### src/rtl/adc_seq_pkg.sv
package adc_seq_pkg;
  typedef enum logic [2:0] {
    ST_BOOT, ST_CMD, ST_GAP, ST_IDLE, ST_WAIT, ST_RD, ST_OUT
  } seq_state_e;

  typedef enum logic [1:0] {PH_INIT, PH_CONV, PH_DONE} seq_phase_e;

  localparam logic [1:0] INIT_LAST = 2'd2;

  // boot sequence: reset, averaging off, setup (ref mode 2, start on command)
  function automatic logic [7:0] init_cmd(input logic [1:0] idx);
    case (idx)
      2'd0:    return 8'h10;
      2'd1:    return 8'h20;
      default: return 8'h68;
    endcase
  endfunction
endpackage

### src/rtl/adc_spi_byte.sv
module adc_spi_byte #(
  parameter int CLK_DIV = 4
) (
  input  logic       clk_i,
  input  logic       rst_ni,
  input  logic       start_i,
  input  logic [7:0] tx_i,
  output logic       done_o,
  output logic [7:0] rx_o,
  output logic       sclk_o,
  output logic       mosi_o,
  input  logic       miso_i
);
  localparam int DIVW = $clog2(CLK_DIV) + 1;

  logic [7:0]      tx_q, rx_q;
  logic [2:0]      bit_q;
  logic [DIVW-1:0] div_q;
  logic            act_q, sclk_q, done_q;

  always_ff @(posedge clk_i or negedge rst_ni) begin
    if (!rst_ni) begin
      tx_q <= '0; rx_q <= '0; bit_q <= '0; div_q <= '0;
      act_q <= 1'b0; sclk_q <= 1'b0; done_q <= 1'b0;
    end else begin
      done_q <= 1'b0;
      if (!act_q) begin
        if (start_i) begin
          act_q <= 1'b1; tx_q <= tx_i; bit_q <= '0; div_q <= '0; sclk_q <= 1'b0;
        end
      end else if (div_q == DIVW'(CLK_DIV - 1)) begin
        div_q <= '0;
        if (!sclk_q) begin
          sclk_q <= 1'b1;
          rx_q   <= {rx_q[6:0], miso_i};
        end else begin
          sclk_q <= 1'b0;
          tx_q   <= {tx_q[6:0], 1'b0};
          if (bit_q == 3'd7) begin
            act_q  <= 1'b0;
            done_q <= 1'b1;
          end else begin
            bit_q <= bit_q + 3'd1;
          end
        end
      end else begin
        div_q <= div_q + DIVW'(1);
      end
    end
  end

  assign done_o = done_q;
  assign rx_o   = rx_q;
  assign sclk_o = sclk_q;
  assign mosi_o = tx_q[7];
endmodule

### src/rtl/adc_eoc_sync.sv
module adc_eoc_sync (
  input  logic clk_i,
  input  logic rst_ni,
  input  logic eoc_ni,
  output logic fall_o
);
  logic [2:0] sync_q;

  always_ff @(posedge clk_i or negedge rst_ni) begin
    if (!rst_ni) sync_q <= 3'b111;
    else         sync_q <= {sync_q[1:0], eoc_ni};
  end

  assign fall_o = sync_q[2] & ~sync_q[1];
endmodule

### src/rtl/adc_seq_ctrl.sv
module adc_seq_ctrl
  import adc_seq_pkg::*;
#(
  parameter int NUM_CH      = 8,
  parameter int RES_BITS    = 12,
  parameter bit EOC_IRQ     = 1'b1,
  parameter int CONV_CYC    = 200,
  parameter int TIMEOUT_CYC = 50_000_000,
  parameter int GAP_CYC     = 8,
  localparam int CHW        = $clog2(NUM_CH)
) (
  input  logic              clk_i,
  input  logic              rst_ni,
  input  logic              start_i,
  input  logic              single_i,
  input  logic              temp_i,
  input  logic [NUM_CH-1:0] ch_mask_i,
  output logic              busy_o,
  output logic              err_o,
  output logic              smp_valid_o,
  input  logic              smp_ready_i,
  output logic [15:0]       smp_data_o,
  output logic [CHW-1:0]    smp_ch_o,
  output logic              smp_temp_o,
  output logic              smp_last_o,
  output logic              cs_no,
  output logic              spi_start_o,
  output logic [7:0]        spi_tx_o,
  input  logic              spi_done_i,
  input  logic [7:0]        spi_rx_i,
  input  logic              eoc_fall_i
);
  localparam int WW    = CHW + 2;
  localparam int SHIFT = (RES_BITS == 10) ? 2 : 0;

  seq_state_e state_q;
  seq_phase_e phase_q;
  logic [1:0]     init_q;
  logic [31:0]    cnt_q, tgt_q;
  logic [WW-1:0]  words_q;
  logic [CHW-1:0] tag_ch_q;
  logic           tag_temp_q, single_q, temp_q, hi_q, valid_q, cs_q, err_q, start_q;
  logic [7:0]     tx_q;
  logic [15:0]    word_q;

  logic [CHW-1:0] hi_ch;
  logic [WW-1:0]  n_words, n_conv;
  logic [7:0]     conv_cmd;

  always_comb begin
    hi_ch = '0;
    for (int i = 0; i < NUM_CH; i++) if (ch_mask_i[i]) hi_ch = CHW'(i);
  end

  always_comb begin
    n_conv   = single_i ? WW'(1) : WW'(hi_ch) + WW'(1) + WW'(temp_i);
    n_words  = (single_i && temp_i) ? WW'(2) : n_conv;
    conv_cmd = {1'b1, (single_i && temp_i) ? 4'd0 : 4'(hi_ch),
                single_i ? 2'b11 : 2'b00, temp_i};
  end

  always_ff @(posedge clk_i or negedge rst_ni) begin
    if (!rst_ni) begin
      state_q <= ST_BOOT; phase_q <= PH_INIT; init_q <= '0;
      cnt_q <= '0; tgt_q <= '0; words_q <= '0; tag_ch_q <= '0;
      tag_temp_q <= 1'b0; single_q <= 1'b0; temp_q <= 1'b0; hi_q <= 1'b0;
      valid_q <= 1'b0; cs_q <= 1'b1; err_q <= 1'b0; start_q <= 1'b0;
      tx_q <= '0; word_q <= '0;
    end else begin
      start_q <= 1'b0;
      case (state_q)
        ST_BOOT: begin
          cs_q <= 1'b0; tx_q <= init_cmd(init_q); start_q <= 1'b1; state_q <= ST_CMD;
        end
        ST_CMD: if (spi_done_i) begin
          cs_q <= 1'b1; cnt_q <= '0; state_q <= ST_GAP;
        end
        ST_GAP: begin
          cnt_q <= cnt_q + 32'd1;
          if (cnt_q == 32'(GAP_CYC - 1)) begin
            cnt_q <= '0;
            case (phase_q)
              PH_INIT: if (init_q == INIT_LAST) state_q <= ST_IDLE;
                       else begin init_q <= init_q + 2'd1; state_q <= ST_BOOT; end
              PH_CONV: state_q <= ST_WAIT;
              default: state_q <= ST_IDLE;
            endcase
          end
        end
        ST_IDLE: if (start_i) begin
          single_q <= single_i; temp_q <= temp_i; words_q <= n_words;
          tag_temp_q <= temp_i;
          tag_ch_q <= (single_i && !temp_i) ? hi_ch : '0;
          tgt_q <= 32'(CONV_CYC) * 32'(n_conv);
          err_q <= 1'b0; cs_q <= 1'b0; tx_q <= conv_cmd; start_q <= 1'b1;
          phase_q <= PH_CONV; state_q <= ST_CMD;
        end
        ST_WAIT: begin
          cnt_q <= cnt_q + 32'd1;
          if (EOC_IRQ ? eoc_fall_i : (cnt_q + 32'd1 >= tgt_q)) begin
            cs_q <= 1'b0; tx_q <= '0; start_q <= 1'b1; hi_q <= 1'b1; state_q <= ST_RD;
          end else if (EOC_IRQ && cnt_q == 32'(TIMEOUT_CYC - 1)) begin
            err_q <= 1'b1; state_q <= ST_IDLE;
          end
        end
        ST_RD: if (spi_done_i) begin
          if (hi_q) begin
            word_q[15:8] <= spi_rx_i; hi_q <= 1'b0; start_q <= 1'b1;
          end else begin
            word_q[7:0] <= spi_rx_i;
            if (single_q && temp_q && words_q == WW'(1)) begin
              cs_q <= 1'b1; cnt_q <= '0; phase_q <= PH_DONE; state_q <= ST_GAP;
            end else begin
              valid_q <= 1'b1; state_q <= ST_OUT;
            end
          end
        end
        ST_OUT: if (smp_ready_i) begin
          valid_q <= 1'b0;
          if (words_q == WW'(1)) begin
            cs_q <= 1'b1; cnt_q <= '0; phase_q <= PH_DONE; state_q <= ST_GAP;
          end else begin
            words_q <= words_q - WW'(1);
            if (tag_temp_q) tag_temp_q <= 1'b0;
            else            tag_ch_q   <= tag_ch_q + CHW'(1);
            start_q <= 1'b1; hi_q <= 1'b1; state_q <= ST_RD;
          end
        end
        default: state_q <= ST_IDLE;
      endcase
    end
  end

  assign busy_o      = (state_q != ST_IDLE);
  assign err_o       = err_q;
  assign smp_valid_o = valid_q;
  assign smp_data_o  = word_q >> SHIFT;
  assign smp_ch_o    = tag_ch_q;
  assign smp_temp_o  = tag_temp_q;
  assign smp_last_o  = valid_q && (single_q || words_q == WW'(1));
  assign cs_no       = cs_q;
  assign spi_start_o = start_q;
  assign spi_tx_o    = tx_q;


  hold_stable_chk: assert property (@(posedge clk_i) disable iff (!rst_ni)
    smp_valid_o && !smp_ready_i |=> smp_valid_o && $stable(smp_data_o) &&
      $stable(smp_ch_o) && $stable(smp_temp_o) && $stable(smp_last_o));

  cs_low_out_chk: assert property (@(posedge clk_i) disable iff (!rst_ni)
    smp_valid_o |-> !cs_no);

  start_busy_chk: assert property (@(posedge clk_i) disable iff (!rst_ni)
    start_i && !busy_o |=> busy_o);

  err_idle_chk: assert property (@(posedge clk_i) disable iff (!rst_ni)
    $rose(err_o) |-> !busy_o && !smp_valid_o);
endmodule

### src/rtl/adc_scan_seq.sv
module adc_scan_seq #(
  parameter int NUM_CH      = 8,
  parameter int RES_BITS    = 12,
  parameter bit EOC_IRQ     = 1'b1,
  parameter int CLK_DIV     = 4,
  parameter int CONV_CYC    = 200,
  parameter int TIMEOUT_CYC = 50_000_000,
  localparam int CHW        = $clog2(NUM_CH)
) (
  input  logic              clk_i,
  input  logic              rst_ni,
  input  logic              start_i,
  input  logic              single_i,
  input  logic              temp_i,
  input  logic [NUM_CH-1:0] ch_mask_i,
  output logic              busy_o,
  output logic              err_o,
  output logic              smp_valid_o,
  input  logic              smp_ready_i,
  output logic [15:0]       smp_data_o,
  output logic [CHW-1:0]    smp_ch_o,
  output logic              smp_temp_o,
  output logic              smp_last_o,
  output logic              cs_no,
  output logic              sclk_o,
  output logic              mosi_o,
  input  logic              miso_i,
  input  logic              eoc_ni
);
  localparam int GAP_CYC = 2 * CLK_DIV;

  logic       spi_start, spi_done, eoc_fall;
  logic [7:0] spi_tx, spi_rx;

  generate
    if (EOC_IRQ) begin : g_irq
      adc_eoc_sync u_eoc (.clk_i, .rst_ni, .eoc_ni, .fall_o(eoc_fall));
    end else begin : g_delay
      assign eoc_fall = 1'b0;
    end
  endgenerate

  adc_spi_byte #(.CLK_DIV(CLK_DIV)) u_spi (
    .clk_i, .rst_ni, .start_i(spi_start), .tx_i(spi_tx), .done_o(spi_done),
    .rx_o(spi_rx), .sclk_o, .mosi_o, .miso_i
  );

  adc_seq_ctrl #(
    .NUM_CH(NUM_CH), .RES_BITS(RES_BITS), .EOC_IRQ(EOC_IRQ),
    .CONV_CYC(CONV_CYC), .TIMEOUT_CYC(TIMEOUT_CYC), .GAP_CYC(GAP_CYC)
  ) u_ctrl (
    .clk_i, .rst_ni, .start_i, .single_i, .temp_i, .ch_mask_i, .busy_o, .err_o,
    .smp_valid_o, .smp_ready_i, .smp_data_o, .smp_ch_o, .smp_temp_o, .smp_last_o,
    .cs_no, .spi_start_o(spi_start), .spi_tx_o(spi_tx), .spi_done_i(spi_done),
    .spi_rx_i(spi_rx), .eoc_fall_i(eoc_fall)
  );


  sclk_idle_chk: assert property (@(posedge clk_i) disable iff (!rst_ni)
    cs_no |-> !sclk_o);
endmodule

### config.mk
export PLATFORM = sky130hd
export DESIGN_NAME = adc_scan_seq
export DESIGN_NICKNAME = d
export VERILOG_FILES = /design/src/rtl/adc_seq_pkg.sv /design/src/rtl/adc_spi_byte.sv /design/src/rtl/adc_eoc_sync.sv /design/src/rtl/adc_seq_ctrl.sv /design/src/rtl/adc_scan_seq.sv
export SDC_FILE = /design/constraint.sdc
export NUM_CORES = 1
export LEC_CHECK = 0
export CAP_MARGIN = 40
export CORE_ASPECT_RATIO = 0.9
export CORE_MARGIN = 2
export CORE_UTILIZATION = 30
export DETAILED_ROUTE_END_ITERATION = 8
export GPL_TIMING_DRIVEN = 0
export SYNTH_ARGS = -nofsm -noshare
export SYNTH_HDL_FRONTEND = slang
export SYNTH_SLANG_ARGS = --single-unit
### constraint.sdc
create_clock -name clk_i -period 5.2 [get_ports clk_i]
set_input_delay 1.04 -clock clk_i [delete_from_list [all_inputs] [get_ports clk_i]]
set_output_delay 1.04 -clock clk_i [all_outputs]
set_load 0.02 [all_outputs]
# Word level (Yosys, flattened, before mapping)
# Cells that the tools add are included.
[word_totals]
regBits = 107
latchBits = 0
ram_bits = 0
mem_bits_ro = 0
inputBits = 16
out_inout_bits = 27
wordCells = 218
memories = 0
[classes]
addsub = 8
multipliers = 0
n_div = 0
magnitude_cmp = 0
eq_ne = 33
n_shift = 0
muxes = 110
n_bitwise = 5
reduce_logical = 37
[ops]
columns = ["cell", "count"]
rows = [
  ["32-bit two-way mux", 7],
  ["32-bit one-hot mux with 5 select lines", 1],
  ["3-bit two-way mux", 29],
  ["8-bit two-way mux", 6],
  ["1-bit two-way mux", 41],
  ["32-bit by 1-bit adder with 32-bit output, second input constant", 1],
  ["32-bit by 26-bit == test with 1-bit output, second input constant", 1],
  ["32-bit by 3-bit == test with 1-bit output, second input constant", 1],
  ["2-bit inequality test, second input constant", 13],
  ["5-bit two-way mux", 5],
  ["8-bit one-hot mux with 3 select lines", 1],
  ["3-bit one-hot mux with 7 select lines", 1],
  ["7-bit AND reduction", 3],
  ["2-bit two-way mux", 8],
  ["4-bit AND reduction", 4],
  ["3-bit AND reduction", 5],
  ["5-bit AND reduction", 3],
  ["7-bit one-hot mux with 2 select lines", 1],
  ["3-bit == test, second input constant", 4],
  ["3-bit one-hot mux with 2 select lines", 2],
  ["5-bit one-hot mux with 2 select lines", 1],
  ["3-bit by 1-bit adder with 3-bit output, second input constant", 3],
  ["3-bit by 2-bit == test with 1-bit output, second input constant", 3],
  ["9-bit AND reduction", 1],
  ["other kinds (27)", 48],
]

# Depth between registers and ports, before layout
[depth]
ltp_word = 13
mapped_depth = 11

# Cells and area by module
# From an unflattened synthesis, not the netlist that was laid out.
[hier_totals]
cells_unflattened = 557
area_unflattened_um2 = 5607.9
[modules_own_cells]
columns = ["mod", "instances", "cells_each", "area_each_um2"]
rows = [
  ["adc_seq_ctrl", 1, 475, 4404.2],
  ["adc_spi_byte", 1, 78, 1111.1],
  ["adc_eoc_sync", 1, 4, 92.6],
]

# Worst setup path after synthesis
# Ideal clock, no wire load.
[synth_timing]
path_type = "input to register"
start = "input ch_mask_i[1]"
end = "register u_ctrl.words_q[2]"
arrival_time_ns = 2.564
required_time_ns = 5.079
setup_slack_ns = 2.515
path_stages = 9
path_buffers = 0
path_cell_list = "nor2b_1 -> o21bai_1 -> a21oi_1 -> or2_2 -> ha_1 -> ha_1 -> xor2_1 -> o2bb2ai_1 -> a22o_1"
[synth_via]
elab_chain_len = 13
[synth_rtl]
columns = ["item", "line_no", "text"]
rows = [
  ["from (decl)", "adc_scan_seq.sv:15", "input logic [NUM_CH-1:0] ch_mask_i,"],
  ["1-bit two-way mux", "adc_seq_ctrl.sv:52", "for (int i = 0; i < NUM_CH; i++) if (ch_mask_i[i]) hi_ch = CHW'(i);"],
  ["3-bit two-way mux (6 in series)", "adc_seq_ctrl.sv:52", ""],
  ["3-bit by 1-bit adder with 4-bit output", "adc_seq_ctrl.sv:56", "n_conv = single_i ? WW'(1) : WW'(hi_ch) + WW'(1) + WW'(temp_i);"],
  ["5-bit by 1-bit adder with 5-bit output", "adc_seq_ctrl.sv:56", ""],
  ["5-bit two-way mux", "adc_seq_ctrl.sv:56", ""],
  ["5-bit two-way mux", "adc_seq_ctrl.sv:57", "n_words = (single_i && temp_i) ? WW'(2) : n_conv;"],
  ["5-bit two-way mux", "adc_seq_ctrl.sv:90", "ST_IDLE: if (start_i) begin"],
  ["5-bit one-hot mux with 2 select lines", "adc_seq_ctrl.sv:71", "case (state_q)"],
  ["to (signal assigned)", "adc_seq_ctrl.sv:91", "single_q <= single_i; temp_q <= temp_i; words_q <= n_words;"],
  ["to (signal assigned)", "adc_seq_ctrl.sv:123", "words_q <= words_q - WW'(1);"],
  ["to (decl)", "adc_seq_ctrl.sv:40", "logic [WW-1:0] words_q;"],
]
# No other way between the ends. The select of a mux whose other input is x is not followed.
# A chain may end at the register's enable or synchronous reset.

# Worst setup path in the final report
[layout_timing]
start = "register u_ctrl.words_q[1]"
end = "output smp_last_o"
[layout_via]
elab_chain_len = 3
[layout_rtl]
columns = ["item", "line_no", "text"]
rows = [
  ["5-bit by 1-bit == test with 1-bit output", "adc_seq_ctrl.sv:140", "assign smp_last_o = valid_q && (single_q || words_q == WW'(1));"],
  ["1-bit logical OR", "adc_seq_ctrl.sv:140", ""],
  ["1-bit logical AND", "adc_seq_ctrl.sv:140", ""],
  ["to (decl)", "adc_scan_seq.sv:23", "output logic smp_last_o,"],
]
# No other way between the ends.

==> results.py <==
metrics = {
    "status": {
        "status": "finished clean",
    },
    "timing": {
        "layout_setup_ws_ns": 1.96,
        "min_period_over_period_pct": 62.4,
        "relSlewSlack_pct": 42.7,
        "hold_ws_ns": 0.359,
        "finalMaxSlewViolations": 0,
        "hold_viol": 0,
        "fin_tns_setup_ns": 0,
        "rsz0062_at_grt": "no",
        "setup_viol": 0,
        "worst_pin_slew_ns": 0.838,
        "period_needed_ns": 3.24,
        "clock.fmax_mhz": 308,
        "finalClockSkew_ns": 0.0109,
    },
    "power_and_ir_drop": {
        "power_leakage_nw": 2.87,
        "power_mw": 2.65,
        "power_density_nw_per_um2": 393,
        "peakVddDrop_mv": 0.183,
    },
    "cells_and_area": {
        "multi_input_area_sq_um": 2800,
        "syn_to_final_growth_pct": 18.4,
        "nets": 667,
        "finalNonFillerCells": 887,
        "n_antenna_cell": 0,
        "seqCellArea_sq_um": 2660,
        "design_area_sq_um": 6740,
        "nFillCells": 1883,
        "drive_above_1_share_pct": 12.0,
        "fin_util_pct": 36.5,
    },
    "critical_path": {
        "required_ns": 4.16,
        "endpoint_kind": "output port",
        "r2r_slack_ns": 2.51,
        "reg2regPathDepth": 9,
        "r2r_end": "u_ctrl.cnt_q[10]$_DFFE_PN0P_",
        "cp_max_fo": 5,
        "crit_arrival_ns": 2.20,
        "critPathLaunchType": "register",
        "setup.worst_path.start": "u_ctrl.words_q[1]$_DFFE_PN0P_",
        "r2r_start": "u_ctrl.words_q[1]$_DFFE_PN0P_",
        "worstSetupPathType": "reg2out",
    },
    "logic_synthesis": {
        "synth_commonest_cells": "102 x dfrtp_1, 51 x nand2_1, 43 x o21ai_0",
        "ys_seq_area_share_pct": 46.7,
        "syn-cell-area_sq_um": 5690,
        "syn_inst": 581,
        "synth_top_area_cell": "dfrtp_1",
        "synth-edff-count": 0,
        "ys_seq_elements": 106,
        "synth.most_common_cell": "dfrtp_1",
        "synth_nets": 611,
        "synth-main-ff-cell": "dfrtp_1",
        "yosysWarnings": 0,
        "synthDominantCellAreaShare_pct": 44.9,
        "async_flop_share_pct": 100,
        "ys_types": 68,
        "syn_area_per_cell_sq_um": 9.79,
        "synth_area_leaders": "dfrtp_1 45%, mux2_2 5.7%, o21ai_0 3.8%",
    },
    "place": {
        "dp.cells": 871,
        "place_congestion": 0.849,
        "dpl_cell_area_sq_um": 6450,
        "dpl_worst_slack_ns": 1.81,
        "post-dp-hpwl_mm": 10.1,
        "io_buffers": 41,
    },
    "clock_network": {
        "cts-root-buf": "clkbuf_16",
        "numClockSinks": 106,
        "cts_buffers": 9,
        "post_cts_buffers": 0,
        "cts_tree": "yes",
        "clk_latency_ns": 0.36,
        "cts.path.max_buffers": 2,
        "htree_levels": 3,
        "hold_buffers": 0,
        "path_clk_slew_ns": 0.07,
        "post_cts_resized": 0,
    },
    "routing": {
        "drtIter0Drc": 297,
        "post_drt_wl_per_cell_microns": 15.5,
        "wirelength_mm": 13.7,
        "ant_nets": 0,
        "vias": 4594,
        "first_pass_iters": 5,
        "route.met2.wl_mm": 5.92,
        "wl_met3_microns": 549,
        "avgViaCountPerCell": 5.18,
        "topRoutingLayerUsed": "met4",
        "met1Wirelength_mm": 6.97,
        "drc": 0,
    },
    "hold_path": {
        "hp-start": "g_irq.u_eoc.sync_q[0]$_DFF_PN1_",
        "hold_path_depth": 0,
        "whs_endpoint": "g_irq.u_eoc.sync_q[1]$_DFF_PN1_",
        "hold_class": "reg2reg",
    },
    "global_route": {
        "track_usage_pct": 14.3,
        "grt-ovfl-total": 0,
        "antenna_found_initial": 0,
        "grt_first_pass_wirelength_mm": 22.7,
        "grt_pass1_vias": 4323,
        "grt_max_degree": 57,
    },
    "floorplanning": {
        "die-height_microns": 135,
        "die_area_sq_um": 20100,
        "rows": 47,
        "initial_core_util_pct": 30.8,
        "core_area_sq_um": 18500,
        "io_pins": 43,
        "dieWidth_microns": 149,
    },
    "flow_run": {
        "cap_viol_max_count": 0,
    },
}
## sequential cells by signal, summed over array words and instances (netlist names), 2 cells and up
name	cells
u_ctrl.smp_data_o	16
u_spi.bit_q	3
u_spi.tx_q	8
g_irq.u_eoc.sync_q	3
u_spi.rx_o	8
u_ctrl.init_q	2
u_ctrl.words_q	5
u_ctrl.cnt_q	32
u_spi.div_q	3
u_ctrl.phase_q	2
u_ctrl.spi_tx_o	7
u_ctrl.state_q	3
u_ctrl.smp_ch_o	3
## power by group
| group | leakage (nW) | internal [mW] | total [mW] | switching (mW) |
|---|---|---|---|---|
| sequential | 1.39 | 0.943 | 1.04 | 0.0946 |
| clock | 0.146 | 0.348 | 0.678 | 0.330 |
| combinational | 1.33 | 0.346 | 0.931 | 0.586 |
## layout make-up
class	count	area share (%)
multi-input combinational	421	41.5
clock inverter	6	0.762
buffer	25	1.82
clock buffer	10	3.55
sequential	106	39.5
timing repair buffer	45	6.71
tap	245	4.55
inverter	29	1.62
## metal layers
layer	track usage (%)	up-vias
met5	0	-
met4	6.03	0
met3	2.03	14
met2	20.6	99
met1	21.3	2229
li1	-	2252
## cells in the final DEF (no fill, tap or decap), drive strengths merged, types with 8 or more instances in the layout
cell and instances:
o21a 8, nand2b 12, nand4 11, mux2 29, inv 33, nor2 39, nand2 51, nor2b 9
buf 19, ha 14, nand3 19, o21ai 44, o211ai 11, nor3 13, or3 15, nor4 15
dfrtp 102, a21oi 34, clkbuf 21, clkdlybuf4s50 40, mux2i 8
## logic make-up after synthesis
family	count (synthesis)	synth area share, %
compound gates	142	16.9
xor+xnor	11	1.69
fa+ha+maj	14	3.08
buf+inv	54	4.07
flops	106	46.7
mux	37	7.15
simple gates	217	20.4
## critical path, stage by stage (launching register included)
cell	delay [ns]
dfrtp_1	0.38
inv_1	0.09
ha_1	0.16
nor4b_1	0.25
buf_2	0.23
o21a_1	0.12
clkdlybuf4s50_1	0.61
## worst max path at each step
| stage | to | slack [ns] |
|---|---|---|
| finish | smp_last_o | 1.96 |
| floorplan | u_ctrl.words_q[2]$_DFFE_PN0P_ | 2.51 |
| CTS | smp_last_o | 1.97 |
| detailed placement | u_ctrl.cnt_q[10]$_DFFE_PN0P_ | 1.81 |
| global route | smp_last_o | 1.86 |
| global placement | u_spi.bit_q[1]$_DFFE_PN0P_ | -1.14 |
No activity file was read; power rests on OpenSTA's default activity.
